**src/rtl/prog_timer_pkg.sv**
```systemverilog
package prog_timer_pkg;
  typedef enum logic [1:0] {
    POR_CHECK = 2'd0,
    POR_PULSE = 2'd1,
    POR_DONE  = 2'd2
  } por_state_e;
endpackage

```
**src/rtl/ptm_por.sv**
```systemverilog
module ptm_por #(
  parameter int unsigned POR_CYCLES = 16
) (
  input  logic clk,
  input  logic rst,
  input  logic ar_n,
  input  logic mr,
  output logic por_o
);
  import prog_timer_pkg::*;
  localparam int unsigned CW = $clog2(POR_CYCLES + 1);

  por_state_e    st_q;
  logic [CW-1:0] cnt_q;
  logic          por_q;

  always_ff @(posedge clk) begin
    if (rst) begin
      st_q  <= POR_CHECK;
      cnt_q <= '0;
      por_q <= 1'b0;
    end else begin
      case (st_q)
        POR_CHECK: begin
          if (!ar_n && !mr) begin
            por_q <= 1'b1;
            cnt_q <= CW'(1);
            st_q  <= POR_PULSE;
          end else begin
            st_q <= POR_DONE;
          end
        end
        POR_PULSE: begin
          if (cnt_q == CW'(POR_CYCLES)) begin
            por_q <= 1'b0;
            st_q  <= POR_DONE;
          end else begin
            cnt_q <= cnt_q + CW'(1);
          end
        end
        default: begin
          por_q <= 1'b0;
        end
      endcase
    end
  end

  assign por_o = por_q;
endmodule

```
**src/rtl/ptm_counter.sv**
```systemverilog
module ptm_counter #(
  parameter int unsigned WIDTH = 16
) (
  input  logic             clk,
  input  logic             clr,
  output logic [WIDTH-1:0] cnt_o,
  output logic [WIDTH-1:0] nxt_o
);
  logic [WIDTH-1:0] cnt_q;
  logic [WIDTH-1:0] nxt;

  always_comb begin
    if (clr) nxt = '0;
    else     nxt = cnt_q + WIDTH'(1);
  end

  always_ff @(posedge clk) begin
    cnt_q <= nxt;
  end

  assign cnt_o = cnt_q;
  assign nxt_o = nxt;
endmodule

```
**src/rtl/ptm_tap_sel.sv**
```systemverilog
module ptm_tap_sel #(
  parameter int unsigned IDX_W    = 4,
  parameter int unsigned STG_SEL0 = 13,
  parameter int unsigned STG_SEL1 = 8,
  parameter int unsigned STG_SEL2 = 10,
  parameter int unsigned STG_SEL3 = 16
) (
  input  logic             clk,
  input  logic [1:0]       tap_sel,
  output logic [IDX_W-1:0] tap_idx_o
);
  localparam int unsigned STG [4] = '{STG_SEL0, STG_SEL1, STG_SEL2, STG_SEL3};

  logic [IDX_W-1:0] idx_lut [4];
  logic [1:0]       sel_q;

  for (genvar i = 0; i < 4; i++) begin : g_lut
    assign idx_lut[i] = IDX_W'(STG[i] - 1);
  end

  always_ff @(posedge clk) begin
    sel_q <= tap_sel;
  end

  assign tap_idx_o = idx_lut[sel_q];
endmodule

```
**src/rtl/ptm_out_stage.sv**
```systemverilog
module ptm_out_stage #(
  parameter int unsigned WIDTH = 16,
  parameter int unsigned IDX_W = 4
) (
  input  logic             clk,
  input  logic             clr,
  input  logic             mode,
  input  logic             phase,
  input  logic [WIDTH-1:0] nxt,
  input  logic [IDX_W-1:0] tap_idx,
  output logic             out_o,
  output logic             fired_o
);
  logic mode_q;
  logic fired_q;
  logic out_q;
  logic mode_rise;
  logic bit_sel;
  logic fired_d;
  logic out_d;

  assign mode_rise = mode & ~mode_q;
  assign bit_sel   = nxt[tap_idx];

  always_comb begin
    if (clr || mode_rise) fired_d = 1'b0;
    else                  fired_d = fired_q | (~mode & bit_sel);
    out_d = (mode ? bit_sel : fired_d) ^ phase;
  end

  always_ff @(posedge clk) begin
    mode_q  <= mode;
    fired_q <= fired_d;
    out_q   <= out_d;
  end

  assign out_o   = out_q;
  assign fired_o = fired_q;
endmodule

```
**src/rtl/prog_timer_top.sv**
```systemverilog
module prog_timer_top #(
  parameter int unsigned WIDTH      = 16,
  parameter int unsigned POR_CYCLES = 16,
  parameter int unsigned STG_SEL0   = 13,
  parameter int unsigned STG_SEL1   = 8,
  parameter int unsigned STG_SEL2   = 10,
  parameter int unsigned STG_SEL3   = 16
) (
  input  logic       clk,
  input  logic       rst,
  input  logic       mr,
  input  logic       ar_n,
  input  logic       mode,
  input  logic       phase,
  input  logic [1:0] tap_sel,
  output logic       tmr_out
);
  localparam int unsigned IDX_W = $clog2(WIDTH);

  logic             por_w;
  logic             clr_w;
  logic [WIDTH-1:0] cnt_w;
  logic [WIDTH-1:0] nxt_w;
  logic [IDX_W-1:0] tap_idx_w;
  logic             fired_w;

  ptm_por #(.POR_CYCLES(POR_CYCLES)) u_por (
    .clk(clk), .rst(rst), .ar_n(ar_n), .mr(mr), .por_o(por_w)
  );

  assign clr_w = rst | mr | por_w;

  ptm_counter #(.WIDTH(WIDTH)) u_cnt (
    .clk(clk), .clr(clr_w), .cnt_o(cnt_w), .nxt_o(nxt_w)
  );

  ptm_tap_sel #(
    .IDX_W(IDX_W), .STG_SEL0(STG_SEL0), .STG_SEL1(STG_SEL1),
    .STG_SEL2(STG_SEL2), .STG_SEL3(STG_SEL3)
  ) u_tap (
    .clk(clk), .tap_sel(tap_sel), .tap_idx_o(tap_idx_w)
  );

  ptm_out_stage #(.WIDTH(WIDTH), .IDX_W(IDX_W)) u_out (
    .clk(clk), .clr(clr_w), .mode(mode), .phase(phase), .nxt(nxt_w),
    .tap_idx(tap_idx_w), .out_o(tmr_out), .fired_o(fired_w)
  );
endmodule

```
**config.mk**
```make
export PLATFORM = sky130hd
export DESIGN_NAME = prog_timer_top
export DESIGN_NICKNAME = d
export VERILOG_FILES = /design/src/rtl/prog_timer_pkg.sv /design/src/rtl/ptm_por.sv /design/src/rtl/ptm_counter.sv /design/src/rtl/ptm_tap_sel.sv /design/src/rtl/ptm_out_stage.sv /design/src/rtl/prog_timer_top.sv
export SDC_FILE = /design/constraint.sdc
export NUM_CORES = 1
export LEC_CHECK = 0
export BUFFER_PORTS_ARGS = -buffer_cell sky130_fd_sc_hd__buf_2
export CAP_MARGIN = 15
export CORE_MARGIN = 2
export CORE_UTILIZATION = 61
export DETAILED_ROUTE_END_ITERATION = 16
export GPL_TIMING_DRIVEN = 0
export PLACE_DENSITY = 0.81
export SYNTH_ARGS = -nofsm -noshare
export SYNTH_HDL_FRONTEND = slang
export SYNTH_SLANG_ARGS = --single-unit
```
**constraint.sdc**
```tcl
create_clock -name clk -period 2.9 [get_ports clk]
set_clock_uncertainty 0.1 [all_clocks]
set_input_delay 0.145 -clock clk [delete_from_list [all_inputs] [get_ports clk]]
set_output_delay 0.145 -clock clk [all_outputs]
set_load 0.05 [all_outputs]
```
==> reports/summary.txt <==
largest net degree at the start of global routing: 11
via count of the first global-routing pass: 919
Via density: 5.62
Max Cap Viol: 0
final hold vios: 0
status: completed
Total Die Area: 2430 µm²
Logic pwr share: 6.5%
Worst path slowest cell: dfxtp_1
sw power: 0.164 mW
number of port buffers: 7
Final HPWL DP: 1560 µm
startpoint types: flip-flop
GRT Resource Usage Total: 21.4%
antenna cells: 0
clock latency on the worst-skew pair: 0.32 ns
Clock Tree Root: clkbuf_4
Initial Utilization: 64.4%
mean routed wirelength per cell: 12.7 µm
synth top area cells: dfxtp_1, xor2_1, nor2_1
IO Pins: 9
Post-CTS Resized: 0
Yosys cell types: 35
Lkg Pwr: 0.529 nW
Critical Path End Type: flip-flop
CP Cell Sequence: ha_1 -> nand3_1 -> nor4_1 -> xor2_1 -> o2111a_1 -> o31ai_1 -> xnor2_1
layout cell share with drive strength beyond 1: 12.0%
initial DRC count: 12
Internal: 0.542 mW
total clock sinks: 29
Yosys top cell area share: 46.4%
Clock Path Buffers: 2
Slew @ Worst Pin: 0.756 ns
syn nets: 143
Commonest cells post-synth: dfxtp_1, nor2_1, nand2_1, xor2_1, nor3_1
setup bufs post-CTS: 0
Final Wtd Congestion: 0.818
Worst-path clk slew: 0.09 ns
fin util: 72.8%
count leader, synth: dfxtp_1
row count: 16
Core Footprint: 1940 µm²
Post-DRT Antenna Nets: 0
number of buffers created by CTS: 5
sequential fraction of the synthesis area: 46.4%
H-tree depth: 2
Post-synth EDFFs: 0
final setup fails: 0
Final #Nets: 161
Syn Inst Count: 132
DR DRC count: 0
Min-Delay Path Class: in2reg
max incr delay on CP: 0.40 ns
Sw Ratio: 23.2%
part of the power in registers: 59.0%
synthesis-to-finish area growth: 13.1%
fin crit share: 71.5%
PD cells: 499 nW/µm²
setup TNS: 0 ns
drt first pass iters: 4
Peak VDD IR: 339 µV
Worst EP required: 3.06 ns
Critical Path AT: 2.23 ns
DRT Wirelength: 2240 µm
fmax: 0.482 GHz
die width: 49.3 µm
area of the mapped netlist: 1250 µm²
Final Max Tran Viols: 0
Slew headroom: 49.2%
initial antenna violation count: 0
WS Path Type: reg2reg
CTS tree: yes
Die Y-Extent: 49.3 µm
Post-CTS Hold Fix Bufs: 4
grt total ovfl: 0
Clock power frac: 34.5%
minimum clock period: 2.07 ns
critical path peak fanout: 4
Syn Area/Cell: 9.47 µm²
post-synth top area cell: dfxtp_1
ys flop type: dfxtp_1
#FFs+latches synth: 29
Ys Warns: 0
RSZ-0062 raised after global routing: false
first-pass GRT wire length: 3870 µm
ys async rst share: 0%
vias: 994
sequential cells by signal (all words and copies together), names as in the netlist:
| signal | count |
|---|---|
| u_out.mode_q | 1 |
| u_cnt.cnt_o | 16 |
| u_por.cnt_q | 5 |
| u_por.st_q | 2 |
| u_out.fired_o | 1 |
| u_tap.sel_q | 2 |
| u_por.por_o | 1 |
| u_out.out_o | 1 |
per-layer routing:
layer	up-vias	routed length (µm)	track usage, %
met3	9	68	8.59
met4	0	52	12.4
met5	-	0	0
met1	471	982	21.3
li1	501	-	-
met2	13	1140	37.2
power by group through the flow:
| stage | logic [mW] | registers, mW | clock network, mW |
|---|---|---|---|
| final | 0.0460 | 0.416 | 0.244 |
| after detailed placement | 0.0414 | 0.425 | 0 |
| after floorplan | 0.0251 | 0.428 | 0 |
| after global placement | 0.0396 | 0.424 | 0 |
| after CTS | 0.0455 | 0.416 | 0.247 |
| after global routing | 0.0521 | 0.417 | 0.267 |
layout make-up:
cell class | instances | area, µm²
Tap cell | 27 | 33.8
Buffer | 3 | 11.3
Timing Repair Buffer | 11 | 75.1
Fill cell | 158 | 528
Multi-Input combinational cell | 96 | 643
Sequential cell | 29 | 581
Inverter | 4 | 15.0
Clock buffer | 7 | 55.1
logic make-up (layout without fill, tap and decap cells):
logic type | Yosys count | in the layout | share of synthesized area [%]
xor+xnor | 15 | 15 | 10.5
simple gates | 63 | 63 | 29.5
compound gates | 14 | 14 | 7.61
buf+inv | 7 | 25 | 2.10
fa+ha+maj | 3 | 3 | 3.00
flops | 29 | 29 | 46.4
mux | 1 | 1 | 0.801
worst max-delay path, delay by kind of cell, from the launching register on:
| family | cells | cell delay, ns |
|---|---|---|
| adders and majority gates | 1 | 0.26 |
| AOI/OAI and AO/OA | 2 | 0.51 |
| DFF | 1 | 0.40 |
| and+or+nand+nor | 2 | 0.44 |
| xor gates and xnor gates | 2 | 0.30 |
final timing paths:
path                                        startpoint                       end  slack [ns]  cells past startpoint
worst max-delay path            u_cnt.cnt_o[0]$_DFF_P_       u_out.out_o$_DFF_P_        0.83                      7
worst min-delay path                              ar_n  u_por.por_o$_SDFFE_PP0P_        0.06                      3
worst max register to register  u_cnt.cnt_o[0]$_DFF_P_       u_out.out_o$_DFF_P_        0.83                      7
worst min register to register  u_cnt.cnt_o[0]$_DFF_P_    u_cnt.cnt_o[0]$_DFF_P_        0.38                      1
cells in the final DEF, fill, tap and decap left out, types with 2 or more instances in the layout:
cell,n
clkbuf_1,4
xor2_1,9
nor3_1,7
clkbuf_4,5
buf_2,7
dfxtp_1,29
dlygate4sd3_1,4
a21oi_1,5
inv_1,4
nand4_1,4
nand2_1,9
xnor2_1,6
o21ai_0,3
or3_1,3
ha_1,3
nand3b_1,2
nand3_1,6
nor4_1,3
nor2_1,16
and2_1,2
through the flow:
step	instances	area, µm²	hold WS (ns)	power (mW)	setup slack [ns]
after floorplan	132	1250	0.0727	0.453	1.03
after global placement	166	1320	0.148	0.464	0.892
after detailed placement	166	1320	0.149	0.467	0.846
after CTS	177	1410	0.0428	0.709	0.814
after global routing	177	1410	0.0678	0.737	0.631
final	177	1410	0.0572	0.706	0.825
Note: power is estimated with default switching activity, not from simulation.
